## src/rtl/dacpwr_pkg.sv

```systemverilog
package dacpwr_pkg;

  typedef enum logic [3:0] {
    OP_WR_IN      = 4'b0000,
    OP_UPD        = 4'b0001,
    OP_WR_UPD_ALL = 4'b0010,
    OP_WR_UPD     = 4'b0011,
    OP_PD_CH      = 4'b0100,
    OP_PD_CHIP    = 4'b0101,
    OP_REF_INT    = 4'b0110,
    OP_REF_EXT    = 4'b0111
  } op_e;

  localparam logic [3:0] ADDR_ALL = 4'hF;

endpackage

```

## src/rtl/dacpwr_decode.sv

```systemverilog
module dacpwr_decode
  import dacpwr_pkg::*;
#(
  parameter int NCH = 8
) (
  input  logic           cmd_vld,
  input  logic [3:0]     cmd,
  input  logic [3:0]     addr,
  input  logic           load_pulse,
  output logic [NCH-1:0] wr_mask,
  output logic [NCH-1:0] upd_mask,
  output logic [NCH-1:0] pd_mask,
  output logic           pd_chip,
  output logic           sel_int,
  output logic           sel_ext
);

  logic [NCH-1:0] amask;
  op_e            op;

  assign op = op_e'(cmd);

  always_comb begin
    for (int i = 0; i < NCH; i++) begin
      amask[i] = (addr == ADDR_ALL) || (addr == 4'(i));
    end
  end

  always_comb begin
    wr_mask  = '0;
    upd_mask = '0;
    pd_mask  = '0;
    pd_chip  = 1'b0;
    sel_int  = 1'b0;
    sel_ext  = 1'b0;
    if (cmd_vld) begin
      unique case (op)
        OP_WR_IN:      wr_mask = amask;
        OP_UPD:        upd_mask = amask;
        OP_WR_UPD_ALL: begin wr_mask = amask; upd_mask = '1; end
        OP_WR_UPD:     begin wr_mask = amask; upd_mask = amask; end
        OP_PD_CH:      pd_mask = amask;
        OP_PD_CHIP:    begin pd_mask = '1; pd_chip = 1'b1; end
        OP_REF_INT:    sel_int = 1'b1;
        OP_REF_EXT:    sel_ext = 1'b1;
        default:       ;
      endcase
    end
    if (load_pulse) upd_mask = '1;
  end

endmodule

```

## src/rtl/dacpwr_regs.sv

```systemverilog
module dacpwr_regs #(
  parameter int NCH = 8,
  parameter int DW  = 16
) (
  input  logic              clk,
  input  logic              rst_n,
  input  logic [NCH-1:0]    wr_mask,
  input  logic [NCH-1:0]    upd_mask,
  input  logic [DW-1:0]     data,
  output logic [NCH*DW-1:0] inp_q,
  output logic [NCH*DW-1:0] dac_q
);

  for (genvar g = 0; g < NCH; g++) begin : g_ch
    logic [DW-1:0] inp_r, dac_r, inp_d, dac_d;

    always_comb begin
      inp_d = wr_mask[g] ? data : inp_r;
      dac_d = inp_d;
    end

    always_ff @(posedge clk or negedge rst_n) begin
      if (!rst_n) begin
        inp_r <= '0;
      end else if (wr_mask[g]) begin
        inp_r <= inp_d;
      end
    end

    always_ff @(posedge clk or negedge rst_n) begin
      if (!rst_n) begin
        dac_r <= '0;
      end else if (upd_mask[g]) begin
        dac_r <= dac_d;
      end
    end

    assign inp_q[g*DW +: DW] = inp_r;
    assign dac_q[g*DW +: DW] = dac_r;
  end

endmodule

```

## src/rtl/dacpwr_settle.sv

```systemverilog
module dacpwr_settle #(
  parameter int SHORT_CYC = 500,
  parameter int LONG_CYC  = 600
) (
  input  logic clk,
  input  logic rst_n,
  input  logic wake,
  input  logic deep,
  output logic busy
);

  localparam int CW = $clog2(LONG_CYC + 1);

  logic [CW-1:0] cnt_q, cnt_d;
  logic          cnt_en;

  always_comb begin
    cnt_en = wake || (cnt_q != '0);
    if (wake) begin
      cnt_d = deep ? CW'(LONG_CYC) : CW'(SHORT_CYC);
    end else begin
      cnt_d = cnt_q - 1'b1;
    end
  end

  always_ff @(posedge clk or negedge rst_n) begin
    if (!rst_n) begin
      cnt_q <= '0;
    end else if (cnt_en) begin
      cnt_q <= cnt_d;
    end
  end

  assign busy = (cnt_q != '0);

endmodule

```

## src/rtl/dacpwr_ctrl.sv

```systemverilog
module dacpwr_ctrl #(
  parameter int NCH             = 8,
  parameter int DW              = 16,
  parameter int CLK_HZ          = 50_000_000,
  parameter int SHORT_NS        = 10_000,
  parameter int LONG_NS         = 12_000,
  parameter bit EXT_REF_DEFAULT = 1'b0
) (
  input  logic              clk,
  input  logic              rst_n,
  input  logic              cmd_vld,
  input  logic [3:0]        cmd,
  input  logic [3:0]        addr,
  input  logic [DW-1:0]     data,
  input  logic              load_pulse,
  output logic [NCH-1:0]    ch_pwr_en,
  output logic              ref_int_en,
  output logic              ref_ext_sel,
  output logic              ref_hiz,
  output logic              busy,
  output logic [NCH*DW-1:0] inp_q,
  output logic [NCH*DW-1:0] dac_q
);

  localparam int KHZ       = CLK_HZ / 1000;
  localparam int SHORT_CYC = (KHZ * SHORT_NS) / 1_000_000;
  localparam int LONG_CYC  = (KHZ * LONG_NS) / 1_000_000;

  logic [1:0]     rst_sync;
  logic           rst_sync_n;
  logic [NCH-1:0] wr_mask, upd_mask, pd_mask;
  logic           pd_chip, sel_int, sel_ext;
  logic [NCH-1:0] pwr_q, pwr_d;
  logic           ext_q, ext_d, chip_q, chip_d;
  logic           state_en, wake, deep;

  always_ff @(posedge clk or negedge rst_n) begin
    if (!rst_n) rst_sync <= 2'b00;
    else        rst_sync <= {rst_sync[0], 1'b1};
  end
  assign rst_sync_n = rst_sync[1];

  dacpwr_decode #(.NCH(NCH)) u_dec (
    .cmd_vld(cmd_vld), .cmd(cmd), .addr(addr), .load_pulse(load_pulse),
    .wr_mask(wr_mask), .upd_mask(upd_mask), .pd_mask(pd_mask),
    .pd_chip(pd_chip), .sel_int(sel_int), .sel_ext(sel_ext)
  );

  dacpwr_regs #(.NCH(NCH), .DW(DW)) u_regs (
    .clk(clk), .rst_n(rst_sync_n), .wr_mask(wr_mask), .upd_mask(upd_mask),
    .data(data), .inp_q(inp_q), .dac_q(dac_q)
  );

  always_comb begin
    state_en = cmd_vld || load_pulse;
    wake     = |(upd_mask & ~pwr_q);
    deep     = (pwr_q == '0) && !ref_int_en;
    pwr_d    = (pwr_q & ~pd_mask) | upd_mask;
    ext_d    = ext_q;
    if (sel_int)      ext_d = 1'b0;
    else if (sel_ext) ext_d = 1'b1;
    chip_d   = chip_q;
    if (sel_int || (upd_mask != '0)) chip_d = 1'b0;
    else if (pd_chip)                chip_d = 1'b1;
  end

  always_ff @(posedge clk or negedge rst_sync_n) begin
    if (!rst_sync_n) begin
      pwr_q  <= '1;
      ext_q  <= EXT_REF_DEFAULT;
      chip_q <= 1'b0;
    end else if (state_en) begin
      pwr_q  <= pwr_d;
      ext_q  <= ext_d;
      chip_q <= chip_d;
    end
  end

  dacpwr_settle #(.SHORT_CYC(SHORT_CYC), .LONG_CYC(LONG_CYC)) u_settle (
    .clk(clk), .rst_n(rst_sync_n), .wake(wake), .deep(deep), .busy(busy)
  );

  assign ch_pwr_en   = pwr_q;
  assign ref_ext_sel = ext_q;
  assign ref_int_en  = !ext_q && !chip_q;
  assign ref_hiz     = !ref_int_en && (pwr_q == '0);

endmodule

```

## config.mk

```make
export PLATFORM = sky130hd
export DESIGN_NAME = dacpwr_ctrl
export DESIGN_NICKNAME = d
export VERILOG_FILES = /design/src/rtl/dacpwr_pkg.sv /design/src/rtl/dacpwr_decode.sv /design/src/rtl/dacpwr_regs.sv /design/src/rtl/dacpwr_settle.sv /design/src/rtl/dacpwr_ctrl.sv
export SDC_FILE = /design/constraint.sdc
export NUM_CORES = 1
export LEC_CHECK = 0
export ABC_AREA = 1
export BUFFER_PORTS_ARGS = -buffer_cell sky130_fd_sc_hd__buf_4
export CAP_MARGIN = 20
export CORE_AREA = 8 8 156 158
export CTS_BUF_LIST = sky130_fd_sc_hd__clkbuf_4 sky130_fd_sc_hd__clkbuf_8
export DETAILED_ROUTE_END_ITERATION = 8
export DIE_AREA = 0 0 164 166
export GPL_TIMING_DRIVEN = 0
export PLACE_DENSITY_LB_ADDON = 0.12
export SETUP_SLACK_MARGIN = 0.3
export SLEW_MARGIN = 20
export SYNTH_ARGS = -nofsm -noshare
export SYNTH_HDL_FRONTEND = slang
export SYNTH_SLANG_ARGS = --single-unit
```

## constraint.sdc

```tcl
create_clock -name clk -period 19 [get_ports clk]
set_input_delay 0 -clock clk [delete_from_list [all_inputs] [get_ports clk]]
set_output_delay 0 -clock clk [all_outputs]
set_load 0.05 [all_outputs]
```

## Word level (Yosys, flattened, before mapping)

Index checks and enable logic that the tools add are counted.

| word-level totals | value |
|---|---|
| register bits | 278 |
| input port bits | 28 |
| output and inout bits | 268 |
| logic and storage cells | 97 |

| operators by class | value |
|---|---|
| add/sub/neg operators | 1 |
| equal/unequal tests | 15 |
| multiplexer cells | 27 |
| bitwise logic cells | 5 |
| reduce and logical (&&, ||, !) cells | 28 |

Operators with widths:

| kind | count |
|---|---|
| two-way mux 16 bit | 8 |
| two-way mux 8 bit | 5 |
| == test 4 x 3 -> 1 bit, second input constant | 8 |
| one-hot mux 8 bit (2 select lines) | 2 |
| two-way mux 10 bit | 2 |
| bitwise AND 8 bit | 2 |
| == test 4 x 2 -> 1 bit, second input constant | 4 |
| inverter 8 bit | 2 |
| logical OR 1 bit | 11 |
| two-way mux 1 bit | 10 |
| nonzero test 10 bit | 1 |
| subtractor 10 x 1 -> 10 bit, second input constant | 1 |
| == test 4 x 1 -> 1 bit, second input constant | 2 |
| zero test 4 bit | 2 |
| zero test 8 bit | 1 |
| bitwise OR 8 bit | 1 |
| nonzero test 8 bit | 1 |
| OR reduction 8 bit | 1 |
| == test 4 bit, second input constant | 1 |
| AND reduction 2 bit | 2 |
| nonzero test 2 bit | 2 |
| zero test 1 bit | 3 |
| OR reduction 3 bit | 1 |
| logical AND 1 bit | 2 |
| OR reduction 2 bit | 1 |

## Depth between registers and ports, before layout

Gate-level depths: netlist (run 1).

| depth | value |
|---|---|
| word-level depth | 9 |
| depth in mapped cells | 13 |
| mapped depth without buffers | 13 |

## Cells and area by module

From an unflattened synthesis (run 1), not the netlist that was laid out.

| unflattened totals | value |
|---|---|
| cell total of the unflattened synthesis | 1498 |
| area total of the unflattened synthesis | 12568.3 µm² |

By module, submodules not included:

| module | instances | cells each | area each (µm²) | seq. area each (µm²) |
|---|---|---|---|---|
| dacpwr_regs | 1 | 1232 | 10870.4 | 6406.1 |
| dacpwr_settle | 1 | 85 | 619.3 | 250.2 |
| dacpwr_ctrl | 1 | 75 | 591.8 | 310.3 |
| dacpwr_decode | 1 | 106 | 486.7 | 0.0 |

## Worst setup path after synthesis (run 1)

Ideal clock, no wire load.

| timing path | value |
|---|---|
| path kind | flip-flop to flip-flop |
| from | register ext_q, in the netlist ref_ext_sel |
| to | register u_settle.cnt_q[9] |
| library setup time | 0.113 ns |
| arrival | 2.103 ns |
| required time | 18.887 ns |
| path slack | 16.784 ns |
| stages on the path, launching flop included | 7 |
| buffers on the path | 0 |
| clock period less this slack | 2.216 ns |
| path through | dfrtp_1 nor2_1 nor2_1 inv_1 nand2_1 nand2_1 inv_1 |

| on the way | value |
|---|---|
| word-level cells in the longest chain between the ends | 6 |

Ends and longest elaborated chain:

| item | RTL line | source |
|---|---|---|
| start, declared | dacpwr_ctrl.sv:34 | `logic ext_q, ext_d, chip_q, chip_d;` |
| start signal, assigned | dacpwr_ctrl.sv:74 | `ext_q <= ext_d;` |
| zero test 1 bit | dacpwr_ctrl.sv:85 | `assign ref_int_en = !ext_q && !chip_q;` |
| logical AND 1 bit | dacpwr_ctrl.sv:85 |  |
| named net ref_int_en | dacpwr_ctrl.sv:17 | `output logic ref_int_en,` |
| zero test 1 bit | - |  |
| logical AND 1 bit | - |  |
| named net ref_hiz | dacpwr_ctrl.sv:19 | `output logic ref_hiz,` |
| two-way mux 10 bit | dacpwr_settle.sv:20 | `cnt_d = deep ? CW'(LONG_CYC) : CW'(SHORT_CYC);` |
| two-way mux 10 bit | dacpwr_settle.sv:19 | `if (wake) begin` |
| end signal, assigned | dacpwr_settle.sv:30 | `cnt_q <= cnt_d;` |
| end, declared | dacpwr_settle.sv:14 | `logic [CW-1:0] cnt_q, cnt_d;` |

The timed path passes the listed nets, and every way through them passes these cells.
A chain may end at the register's enable or synchronous reset.

## Final worst setup path (run 1)

| timing path | value |
|---|---|
| from | input port addr[3] |
| to | register u_regs.g_ch[1].dac_r[10] |

| on the way | value |
|---|---|
| word-level cells in the longest chain between the ends | 5 |
| elaborated cells on any way between the ends | 9 |
| those cells by class | eq/ne (2); mux (6); reduce/logical (1) |

Ends and longest elaborated chain:

| item | RTL line | source |
|---|---|---|
| start, declared | dacpwr_ctrl.sv:13 | `input logic [3:0] addr,` |
| == test 4 bit or == test 4 x 1 -> 1 bit (tied branches) | dacpwr_decode.sv:25 | `amask[i] = (addr == ADDR_ALL) \|\| (addr == 4'(i));` |
| logical OR 1 bit * | dacpwr_decode.sv:25 |  |
| one-hot mux 8 bit (2 select lines) or two-way mux 8 bit (tied branches) | dacpwr_decode.sv:37 | `unique case (op)` |
| two-way mux 8 bit | dacpwr_decode.sv:36 | `if (cmd_vld) begin` |
| two-way mux 8 bit or two-way mux 16 bit (tied branches) | dacpwr_decode.sv:49, dacpwr_regs.sv:18 |  |
| end signal, assigned | dacpwr_regs.sv:32 | `dac_r <= '0;` |
| end signal, assigned | dacpwr_regs.sv:34 | `dac_r <= dac_d;` |
| end, declared | dacpwr_regs.sv:15 | `logic [DW-1:0] inp_r, dac_r, inp_d, dac_d;` |

Every way passes the cells marked *; elsewhere a longest branch is shown, timed or not.

==> results.tsv, run 1 <==
stage	metric	value	unit
yosys	Synth Area in Adders	0.117	%
floorplanning	die extent in x	164	µm
floorplanning	core area	22100	µm²
worst_setup_path	slowest CP cell	dlygate4sd3_1	
worst_setup_path	CP Class	in -> reg	
detailed_routing	Detailed Routing Iterations Pass 1	7	
cts	CTS tree	yes	
power_and_ir_drop	Cell Pwr Density	144	nW/µm²
worst_setup_path	R2R depth	10	
cts	# Post-CTS Setup Buffers	0	
worst_hold_path	worst hold start	load_pulse	
finish	diode count	0	
finish	NumNets Final	1579	
cts	post-CTS resize count	0	
cts	Root Buffer	clkbuf_8	
finish	Fill cells	1870	
worst_setup_path	Worst EP arrival	2740	ps
finish	fin area	14600	µm²
sta	setup TNS	0	ps
worst_setup_path	startpoint types	input pin	
worst_setup_path	Critical Path Source	addr[3]	
place	# port buffers	295	
finish	Synth-to-Final Area Change	35.9	%
run	max cap viols	0	
yosys	Seq/Total Area, Yosys	65.0	%
sta	Final Skew	32.4	ps
place	gp weighted congestion	0.839	
yosys	Syn Area/Cell	9.03	µm²
yosys	Post-Syn Area	10700	µm²
yosys	EDFF count, synth	0	
worst_setup_path	CP cell instances	dlygate4sd3_1, buf_4, nor2_1, nand2_1, dlygate4sd3_1, nand2_1, nand2_1, a21oi_2, inv_2, buf_2, nand2_1, nand2_1	
worst_hold_path	Worst Hold Path Cells	6	
sta	Peak Freq	435	MHz
detailed_routing	DRT iter0 DRCs	657	
yosys	synth cell count leaders	nand2_1 (593), dfrtp_1 (270), o21ai_0 (100), inv_1 (47), o21ai_1 (34)	
floorplanning	die area	27200	µm²
worst_setup_path	CP dominant cell by count	nand2_1	
worst_setup_path	required time of the worst setup path	19440	ps
sta	worst relative slew slack	31.1	%
yosys	Synth Area in XOR/XNOR	0.490	%
cts	clk slew on worst S/H paths	70	ps
grt	initial antenna violation count	1	
cts	# hold bufs at CTS	17	
yosys	synthesized net count	1215	
finish	utilization after layout	65.9	%
detailed_routing	drt total wl	35500	µm
yosys	Main synth FF type	dfrtp_1	
yosys	Synth Area in Compound Gates	6.91	%
detailed_routing	DRT antenna net count	0	
grt	vias in the first global route	9562	
worst_hold_path	HP Class	in -> reg	
yosys	largest family of logic cells by synthesized area	simple AND/OR/NAND/NOR gates	
sta	Hold Vio Cnt, Final	0	
yosys	top-area cell type share of the netlist area	63.1	%
yosys	number of synthesized register bits	278	
cts	worst skew pair latency	560	ps
yosys	asr flop ratio synth	100	%
cts	CTS Buf Count	45	
sta	Final Slew Violations	0	
cts	Clock Sinks	278	
detailed_routing	Avg Vias per Cell	5.01	
place	Post-DP HPWL	25200	µm
yosys	Synth Instances	1186	
yosys	post-synthesis simple-gate area fraction	23.9	%
yosys	top-count cell post-synth	nand2_1	
grt	gr usage total	25.7	%
floorplanning	num rows	55	
grt	gr ovfl total	0	
worst_setup_path	Worst Setup End Kind	flip-flop	
yosys	Synth area leader	dfrtp_1	
outcome	status	complete, no violations	
floorplanning	Die Height	166	µm
detailed_routing	Vias	9361	
worst_setup_path	delay of the slowest cell on the worst path	570	ps
yosys	mux cell area share after synthesis	0	%
sta	final worst path period need	2300	ps
power_and_ir_drop	final total power	2.10	mW
floorplanning	Initial Util	48.5	%
yosys	Area contributors post-synth	dfrtp_1 (63%), nand2_1 (21%), o21ai_0 (4.7%)	
place	dpl cell area	13400	µm²
power_and_ir_drop	leakage power	8.05	nW
sta	post-route clock period utilization	12.1	%
power_and_ir_drop	worst vdd ir	0.0000997	V
sta	Slew @ Worst Pin	1030	ps
detailed_routing	Residual DRC	0	
worst_setup_path	Crit Path Max Fanout	10	
worst_setup_path	reg2reg start	u_settle.cnt_q[0]	
finish	share of layout cells above drive strength 1	26.7	%
sta	endpoints failing setup	0	
sta	WHS	37.4	ps
yosys	Warnings, synthesis	0	
yosys	Yosys cell types	28	
detailed_routing	wire length per cell	19.0	µm
floorplanning	IO Count	296	
cts	CTS H-tree lvls	2	
cts	clock buffer depth	3	
grt	first-pass GRT wire length	53900	µm
sta	unrepaired setup endpoints after global routing	false	
grt	largest net degree at the start of global routing	57	
## per-stage QoR
stage               setup slack, ps  std cells
finish                        16700       1868
global route                  16510       1868
CTS                           16720       1868
detailed placement            17050       1771
global placement               7500       1766
floorplan                     10690       1186
## final timing paths
path	end	slack (ps)
worst max register to register	u_settle.cnt_q[4]	17060
min in group asynchronous	u_regs.g_ch[7].dac_r[11]	320
max in group asynchronous	u_regs.g_ch[4].dac_r[9]	17470
worst min register to register	u_regs.g_ch[7].dac_r[11]	320
worst max-delay path	u_regs.g_ch[1].dac_r[10]	16700
worst min-delay path	u_regs.g_ch[3].dac_r[1]	40
## power breakdown
group	total, mW	internal, mW	switching (mW)
Sequential	0.785	0.708	0.0762
Combinational	0.766	0.205	0.561
Clock	0.549	0.316	0.233
## worst max-delay path: cells and delay by family
| kind | cells | cell delay [ps] |
|---|---|---|
| compound gates | 1 | 430 |
| simple gates | 6 | 610 |
| buf+inv | 5 | 1700 |
## kinds of logic (layout without fill, tap and decap cells)
kind of cell / count (synthesis) / in the layout
simple gates: 660 / 660
other cells: 1 / 1
buf+inv: 96 / 493
fa+ha+maj: 1 / 1
compound gates: 144 / 144
flops: 278 / 278
xor+xnor: 6 / 6
## cell usage in the layout (no fill, tap or decap), types with 2 or more instances in the layout
cell type,n
nand2_1,593
buf_4,296
dfrtp_1,269
o21ai_0,100
clkbuf_8,57
inv_1,47
o21ai_1,34
nor2_1,26
clkbuf_1,25
nand3_1,23
clkbuf_4,17
dlygate4sd3_1,17
buf_2,13
dfstp_2,8
inv_2,7
nand2_2,6
nor3_1,5
a21oi_1,4
xor2_1,4
a21oi_2,4
clkinv_2,4
buf_16,4
nor4_1,3
buf_1,3
xnor2_1,2
## flip-flops by register name, indices dropped and copies added, names as in the netlist
signal / count
u_settle.cnt_q: 10
ref_ext_sel: 1
ch_pwr_en: 8
rst_sync: 2
chip_q: 1
u_regs.g_ch.inp_r: 128
u_regs.g_ch.dac_r: 128
## routing by layer
layer	part of all wire (%)	global-route usage, %	wire, µm
met5	0	0	0
met4	3.1	9.13	1120
met3	10	9.00	3570
met2	47	41.2	16800
met1	39	31.7	14000
## final cells by class
cell class                 instances  area (µm²)  area share, %
inverter                          54         203           1.39
tap                              285         357           2.45
buffer                            42         178           1.22
multi-input combinational        812        3370           23.1
clock buffer                      74         912           6.26
timing repair buffer             317        2510           17.3
clock inverter                     6        57.6          0.395
sequential                       278        6970           47.9
Note: power is estimated with default switching activity, not from simulation.
==> run 2: changes to the inputs <==
ABC_AREA = 0   (was 1)
CORE_AREA = 8 8 161 163   (was 8 8 156 158)
DIE_AREA = 0 0 169 171   (was 0 0 164 166)
clock period = 1.9 ns   (was 19 ns; I/O delays follow)
==> run 2 against run 1 <==
- the flow now finishes with violations (negative setup slack)
- synthesized cell count fell by 40%
- register-to-register slack worse by 17000 ps
- clock power increased to 9.8 times the previous value
- sequential power grew to 10 times the previous value
- flip-flop and latch count did not move
- critical endpoint is now busy
- highest routed layer unchanged
==> results.tsv, run 2 <==
stage	metric	value	unit	change
finish	Fill cells	1657		was 1870
power_and_ir_drop	logic gate share of total power	40.6	%	was 36.5%
yosys	top-count cell post-synth	dfrtp_1		was nand2_1
yosys	Yosys cell types	60		was 28
worst_setup_path	R2R depth	10		unchanged
detailed_routing	wire length per cell	21.6	µm	was 19.0 µm
sta	setup TNS	-4110	ps	was 0 ps
finish	fin area	16000	µm²	was 14600 µm²
floorplanning	die area	28900	µm²	was 27200 µm²
cts	clk slew on worst S/H paths	70	ps	about the same
grt	initial antenna violation count	0		was 1
power_and_ir_drop	final total power	22.5	mW	was 2.10 mW
worst_setup_path	CP Class	reg -> out		was in -> reg
yosys	synthesized net count	737		was 1215
cts	clock buffer depth	3		unchanged
finish	Largest regs	u_regs.g_ch.dac_r (128), u_regs.g_ch.inp_r (128), u_settle.cnt_q (10)		unchanged
floorplanning	Die Height	171	µm	was 166 µm
sta	setup ws final	-494	ps	was 16700 ps
cts	CTS tree	yes		unchanged
place	dpl ws	-411	ps	was 17050 ps
sta	final worst path period need	2390	ps	
detailed_routing	DRT antenna net count	0		unchanged
floorplanning	IO Count	296		unchanged
yosys	EDFF count, synth	0		unchanged
finish	total area of sequential cells	6970	µm²	unchanged
sta	WHS	44.1	ps	was 37.4 ps
floorplanning	Initial Util	48.5	%	about the same
worst_setup_path	startpoint types	flip-flop		was input pin
grt	gr usage total	21.6	%	was 25.7%
grt	gr ovfl total	0		unchanged
yosys	number of synthesized register bits	278		unchanged
sta	Peak Freq	418	MHz	
power_and_ir_drop	leakage power	8.15	nW	was 8.05 nW
worst_setup_path	slowest CP cell	dfrtp_1		was dlygate4sd3_1
power_and_ir_drop	Reg power frac	35.4	%	was 37.4%
yosys	synth cell count leaders	dfrtp_1 (270), mux2_2 (211), mux2_4 (34), nand2_1 (23), mux2_1 (17)		was nand2_1 (593), dfrtp_1 (270), o21ai_0 (100), inv_1 (47), o21ai_1 (34)
yosys	Main synth FF type	dfrtp_1		unchanged
sta	Final Skew	13.3	ps	was 32.4 ps
place	Post-DP HPWL	22500	µm	was 25200 µm
yosys	Warnings, synthesis	0		unchanged
finish	NumNets Final	1144		was 1579
floorplanning	die extent in x	169	µm	was 164 µm
place	# port buffers	292		was 295
finish	multi-input logic area	4470	µm²	was 3370 µm²
cts	CTS H-tree lvls	2		unchanged
detailed_routing	Residual DRC	0		unchanged
worst_setup_path	Crit Path Max Fanout	2		was 10
floorplanning	num rows	56		was 55
cts	worst skew pair latency	550	ps	was 560 ps
cts	CTS Buf Count	47		was 45
sta	unrepaired setup endpoints after global routing	true		was false
worst_setup_path	delay of the slowest cell on the worst path	400	ps	was 570 ps
place	Inst Count DP	1324		was 1771
worst_setup_path	Worst EP arrival	2390	ps	was 2740 ps
sta	Final Slew Violations	0		unchanged
outcome	failing checks	negative setup slack		
worst_hold_path	HP Class	in -> reg		unchanged
grt	grt peak-use layer	met2		unchanged
sta	Slew @ Worst Pin	951	ps	was 1030 ps
yosys	Synth area leader	dfrtp_1		unchanged
worst_setup_path	required time of the worst setup path	1900	ps	was 19440 ps
worst_setup_path	CP cell instances	inv_2, ha_4, or3b_4, or3_4, buf_8, nor3_4, inv_2, buf_8		was dlygate4sd3_1, buf_4, nor2_1, nand2_1, dlygate4sd3_1, nand2_1, nand2_1, a21oi_2, inv_2, buf_2, nand2_1, nand2_1
sta	worst relative slew slack	36.4	%	was 31.1%
finish	diode count	0		unchanged
place	dpl cell area	14400	µm²	was 13400 µm²
power_and_ir_drop	switch share	40.3	%	was 41.5%
yosys	Syn Area/Cell	15.9	µm²	was 9.03 µm²
run	max cap viols	0		unchanged
worst_setup_path	Worst Setup End Kind	primary output		was flip-flop
finish	utilization after layout	68.9	%	was 65.9%
detailed_routing	Vias	7398		was 9361
worst_hold_path	Worst Hold Path Cells	5		was 6
sta	post-route clock period utilization	126	%	
yosys	Seq/Total Area, Yosys	61.8	%	was 65.0%
power_and_ir_drop	Clk pwr share	24.0	%	was 26.1%
power_and_ir_drop	Cell Pwr Density	1400	nW/µm²	was 144 nW/µm²
detailed_routing	DRT iter0 DRCs	309		was 657
sta	Hold Vio Cnt, Final	0		unchanged
finish	Synth-to-Final Area Change	42.2	%	was 35.9%
grt	vias in the first global route	8116		was 9562
outcome	status	complete, but fails checks		was complete, no violations
worst_setup_path	Worst R2R Setup Slack	-430	ps	was 17060 ps
yosys	Area contributors post-synth	dfrtp_1 (60%), mux2_2 (21%), mux2_4 (4.5%)		was dfrtp_1 (63%), nand2_1 (21%), o21ai_0 (4.7%)
cts	Clock Sinks	278		unchanged
finish	most used cells in the layout excluding fill and tap cells	buf_4 (323), dfrtp_1 (269), mux2_2 (164)		was nand2_1 (593), buf_4 (296), dfrtp_1 (269)
finish	final cell count without fillers	1466		was 1868
grt	largest net degree at the start of global routing	57		unchanged
yosys	top-area cell type share of the netlist area	59.9	%	was 63.1%
grt	M2 GR Usage	35.6	%	was 41.2%
grt	first-pass GRT wire length	48600	µm	was 53900 µm
grt	GR Util met1	26.6	%	was 31.7%
sta	endpoints failing setup	11		was 0
yosys	Post-Syn Area	11300	µm²	was 10700 µm²
yosys	Synth Instances	708		was 1186
detailed_routing	drt total wl	31600	µm	was 35500 µm
yosys	asr flop ratio synth	100	%	unchanged
finish	commonest non-fill, non-tap cell in the layout	buf_4		was nand2_1
detailed_routing	Detailed Routing Iterations Pass 1	4		was 7
power_and_ir_drop	Sw Pwr	9.07	mW	was 0.871 mW
place	gp weighted congestion	0.802		was 0.839
floorplanning	core area	23300	µm²	was 22100 µm²
detailed_routing	Avg Vias per Cell	5.05		was 5.01
power_and_ir_drop	Pint	13.4	mW	was 1.23 mW
power_and_ir_drop	worst vdd ir	0.000830	V	was 0.0000997 V
grt	met3 GRT Util	8.00	%	was 9.00%
finish	share of layout cells above drive strength 1	67.0	%	was 26.7%
cts	Root Buffer	clkbuf_8		unchanged
[run 2: changes by cell type in the layout (fill, tap and decap cells not counted), sizes merged, moves of 5 or more]
cell	previous run	this run
dlygate4sd3	17	24
inv	54	11
or3	0	6
nand3	23	8
a31o	0	5
buf	317	355
a21oi	8	18
nand2	599	28
mux2	0	262
o21ai	134	5
nor2	27	12
clkbuf	99	76
[run 2: critical path: cells and delay by family, from the launching register on]
kind,cells,cell delay [ps]
flip-flops,1,400
AND/OR/NAND/NOR,3,870
buffers and inverters,4,440
adder cells (fa/ha/maj),1,130
[run 2: kinds of logic (layout without fill, tap and decap cells)]
group / Yosys count / count (layout) / share of synthesized area [%]
AND/OR/NAND/NOR: 81 / 81 / 4.33
buffers and inverters: 36 / 475 / 2.11
other: 1 / 1 / 0.0333
flip-flops: 278 / 278 / 61.8
AO/OA/AOI/OAI: 41 / 41 / 3.69
XOR/XNOR: 5 / 5 / 0.388
adder cells (fa/ha/maj): 1 / 1 / 0.111
multiplexers: 265 / 265 / 27.6
[run 2: power groups by stage]
| stage | registers (mW) | clock network (mW) | logic (mW) |
|---|---|---|---|
| 2_1_floorplan | 12.2 | 0 | 1.93 |
| 3_3_place_gp | 8.10 | 0 | 8.77 |
| 3_5_place_dp | 8.04 | 0 | 8.97 |
| 4_1_cts | 7.96 | 5.52 | 9.11 |
| 5_1_grt | 8.13 | 5.79 | 9.52 |
| 6_report | 7.97 | 5.39 | 9.15 |
[run 2: repair_timing]
| action | in CTS | in global routing |
|---|---|---|
| endpoints found under the hold margin | 268 | 0 |
| pin swaps | 5 | 11 |
| hold buffers | 27 | 0 |
| setup endpoints to repair | 21 | 120 |
| gates cloned | 0 | 1 |
| resized for setup | 21 | 17 |
| buffers inserted | 14 | 19 |
[run 2: final cells by class]
type | instances | share of cell area (%)
buffer | 25 | 1.66
clock buffer | 75 | 5.78
clock inverter | 6 | 0.234
inverter | 11 | 0.289
multi-input combinational | 394 | 27.9
sequential | 278 | 43.5
tap | 319 | 2.49
timing repair buffer | 358 | 18.2
[run 2: worst paths after layout]
kind | start | to
worst min-delay path | addr[2] | ch_pwr_en[5]
max in group asynchronous | rst_sync[1] | u_regs.g_ch[4].dac_r[0]
worst min register to register | rst_sync[1] | u_regs.g_ch[6].dac_r[10]
worst max-delay path | u_settle.cnt_q[0] | busy
min in group asynchronous | rst_n | rst_sync[1]
worst max register to register | u_settle.cnt_q[0] | u_settle.cnt_q[7]
[run 2: layer usage]
layer / vias to the layer above / wire length [µm]
met1: 3771 / 12800
met2: 231 / 15500
li1: 3359 / -
met4: 0 / 431
met5: - / 0
met3: 37 / 2860
==> run 3: changes to the inputs <==
CORE_AREA = 8 8 160 162   (was 8 8 161 163)
DIE_AREA = 0 0 168 170   (was 0 0 169 171)
PLACE_DENSITY = 0.75   (was default)
PLACE_DENSITY_LB_ADDON = default   (was 0.12)
clock period = 2.6 ns   (was 1.9 ns; I/O delays follow)
==> run 3 against run 2 <==
- the flow now finishes without violations
- cell count is 3.7% lower
- setup slack better by 670 ps
- non-clock buffer count is 26 lower
- flip-flop and latch count stayed put
- routed wire length is 0.92% higher
- sequential power is 27% lower
- core utilization is 2.3 points lower
- largest cell class unchanged
- highest routed layer unchanged
==> results.tsv, run 3 (same netlist as run 2, synthesis figures left out) <==
stage	metric	value	unit	change
finish	share of layout cells above drive strength 1	63.2	%	was 67.0%
finish	Fill cells	1705		was 1657
detailed_routing	wire length per cell	22.6	µm	was 21.6 µm
detailed_routing	Vias	7468		was 7398
finish	total area of sequential cells	6970	µm²	unchanged
sta	Slew @ Worst Pin	994	ps	was 951 ps
sta	Peak Freq	412	MHz	
sta	Final Slew Violations	0		unchanged
finish	Synth-to-Final Area Change	36.1	%	was 42.2%
finish	diode count	0		unchanged
floorplanning	num rows	56		unchanged
finish	NumNets Final	1117		was 1144
finish	multi-input logic area	4120	µm²	was 4470 µm²
grt	initial antenna violation count	1		was 0
worst_setup_path	r2r endpoint	u_settle.cnt_q[7]		unchanged
cts	CTS H-tree lvls	2		unchanged
worst_setup_path	Worst Setup End Kind	primary output		unchanged
outcome	status	complete, no violations		was complete, but fails checks
worst_setup_path	Critical Path Source	u_settle.cnt_q[0]		unchanged
sta	unrepaired setup endpoints after global routing	true		unchanged
power_and_ir_drop	final total power	16.3	mW	was 22.5 mW
detailed_routing	DRT antenna net count	0		unchanged
cts	CTS tree	yes		unchanged
power_and_ir_drop	Cell Pwr Density	1060	nW/µm²	was 1400 nW/µm²
worst_setup_path	crit path capture	busy		unchanged
sta	endpoints failing setup	0		was 11
power_and_ir_drop	leakage power	7.76	nW	was 8.15 nW
detailed_routing	Avg Vias per Cell	5.29		was 5.05
grt	M2 GR Usage	38.1	%	was 35.6%
worst_setup_path	Worst EP arrival	2420	ps	was 2390 ps
detailed_routing	Residual DRC	0		unchanged
detailed_routing	drt total wl	31900	µm	was 31600 µm
grt	largest net degree at the start of global routing	56		was 57
grt	grt peak-use layer	met2		unchanged
cts	CTS Buf Count	46		was 47
floorplanning	die extent in x	168	µm	was 169 µm
run	max cap viols	0		unchanged
worst_setup_path	reg2reg start	u_settle.cnt_q[0]		unchanged
place	Post-DP HPWL	23100	µm	was 22500 µm
grt	GR Util met1	26.8	%	was 26.6%
place	gp weighted congestion	0.798		was 0.802
worst_setup_path	R2R depth	10		unchanged
floorplanning	core area	23100	µm²	was 23300 µm²
cts	Clock Sinks	278		unchanged
floorplanning	die area	28600	µm²	was 28900 µm²
grt	first-pass GRT wire length	49300	µm	was 48600 µm
grt	gr usage total	22.2	%	was 21.6%
finish	final cell count without fillers	1412		was 1466
worst_hold_path	Worst Hold Path Cells	5		unchanged
detailed_routing	DRT iter0 DRCs	400		was 309
finish	most used cells in the layout excluding fill and tap cells	buf_4 (307), dfrtp_1 (269), mux2_2 (211)		was buf_4 (323), dfrtp_1 (269), mux2_2 (164)
sta	Final Skew	14.4	ps	was 13.3 ps
worst_setup_path	startpoint types	flip-flop		unchanged
cts	clock buffer depth	3		unchanged
place	# port buffers	292		unchanged
finish	commonest non-fill, non-tap cell in the layout	buf_4		unchanged
floorplanning	Initial Util	48.9	%	was 48.5%
grt	met3 GRT Util	5.95	%	was 8.00%
grt	gr ovfl total	0		unchanged
worst_setup_path	Worst R2R Setup Slack	240	ps	was -430 ps
sta	post-route clock period utilization	93.2	%	
cts	clk slew on worst S/H paths	60	ps	was 70 ps
power_and_ir_drop	worst vdd ir	0.000664	V	was 0.000830 V
worst_setup_path	Crit Path Max Fanout	2		unchanged
detailed_routing	Detailed Routing Iterations Pass 1	4		unchanged
floorplanning	IO Count	296		unchanged
cts	Root Buffer	clkbuf_8		unchanged
cts	worst skew pair latency	550	ps	about the same
finish	Largest regs	u_regs.g_ch.dac_r (128), u_regs.g_ch.inp_r (128), u_settle.cnt_q (10)		unchanged
worst_setup_path	required time of the worst setup path	2600	ps	was 1900 ps
place	Inst Count DP	1295		was 1324
worst_setup_path	CP Class	reg -> out		unchanged
worst_hold_path	HP Class	in -> reg		unchanged
grt	vias in the first global route	8125		was 8116
sta	worst relative slew slack	33.6	%	was 36.4%
sta	Hold Vio Cnt, Final	0		unchanged
sta	final worst path period need	2420	ps	
floorplanning	Die Height	170	µm	was 171 µm
-- run 3: changes by cell type in the layout (fill, tap and decap cells not counted), moves of 4 or more --
cell	before	now
mux2_4	97	34
mux2_2	164	211
buf_4	323	307
mux2_1	1	17
buf_8	8	3
nand2_1	18	23
nand2_2	6	2
nor2_1	5	9
-- run 3: through the flow --
stage | area, µm² | setup TNS, ps | hold slack (ps) | worst slack (ps) | util, %
finish | 15300 | 0 | 67.3 | 176 | 66.6
CTS | 15300 | 0 | 21.2 | 195 | 66.3
floorplan | 11300 | -46460 | -296 | -173 | -
global route | 15300 | 0 | 77.6 | 76.1 | 66.6
global placement | 13800 | -303940 | -218 | -1150 | 60.0
detailed placement | 14000 | 0 | -215 | 210 | 60.6
-- run 3: repair_timing --
item / in CTS / in global routing
pin swaps: 3 / 4
gates resized for setup: 11 / 10
endpoints found under the setup margin: 6 / 15
buffers inserted: 7 / 3
hold buffers: 25 / 0
cloned: 0 / 0
hold endpoints to repair: 265 / 0
-- run 3: worst min-delay path by stage --
stage	from	end	slack [ps]
after global routing	addr[1]	ch_pwr_en[0]	80
after CTS	addr[1]	ch_pwr_en[0]	20
after floorplan	rst_n	rst_sync[0]	-300
after detailed placement	rst_n	rst_sync[0]	-210
after global placement	rst_n	rst_sync[0]	-220
final	addr[1]	ch_pwr_en[0]	70
-- run 3: layout make-up --
class	instances	area share [%]
Timing Repair Buffer	332	17.4
Inverter	11	0.269
Clock buffer	79	6.31
Sequential cell	278	45.4
Buffer	25	1.35
Multi-Input combinational cell	394	26.8
Clock inverter	3	0.0978
Tap cell	290	2.36
-- run 3: report_power, final --
group | switching, mW | internal [mW]
sequential | 0.538 | 5.25
clock | 1.68 | 2.33
combinational | 4.38 | 2.12
total | 6.60 | 9.70
-- run 3: metal layers --
layer | vias up | wire (µm)
met2 | 233 | 16200
met3 | 49 | 2060
li1 | 3312 | -
met5 | - | 0
met1 | 3874 | 12800
met4 | 0 | 819
-- run 3: critical path, stage by stage (launching register included) --
cell	delay (ps)
dfrtp_1	380
inv_2	90
ha_4	140
or3b_4	380
or3_4	350
buf_8	130
nor3_4	180
inv_2	70
buf_8	150
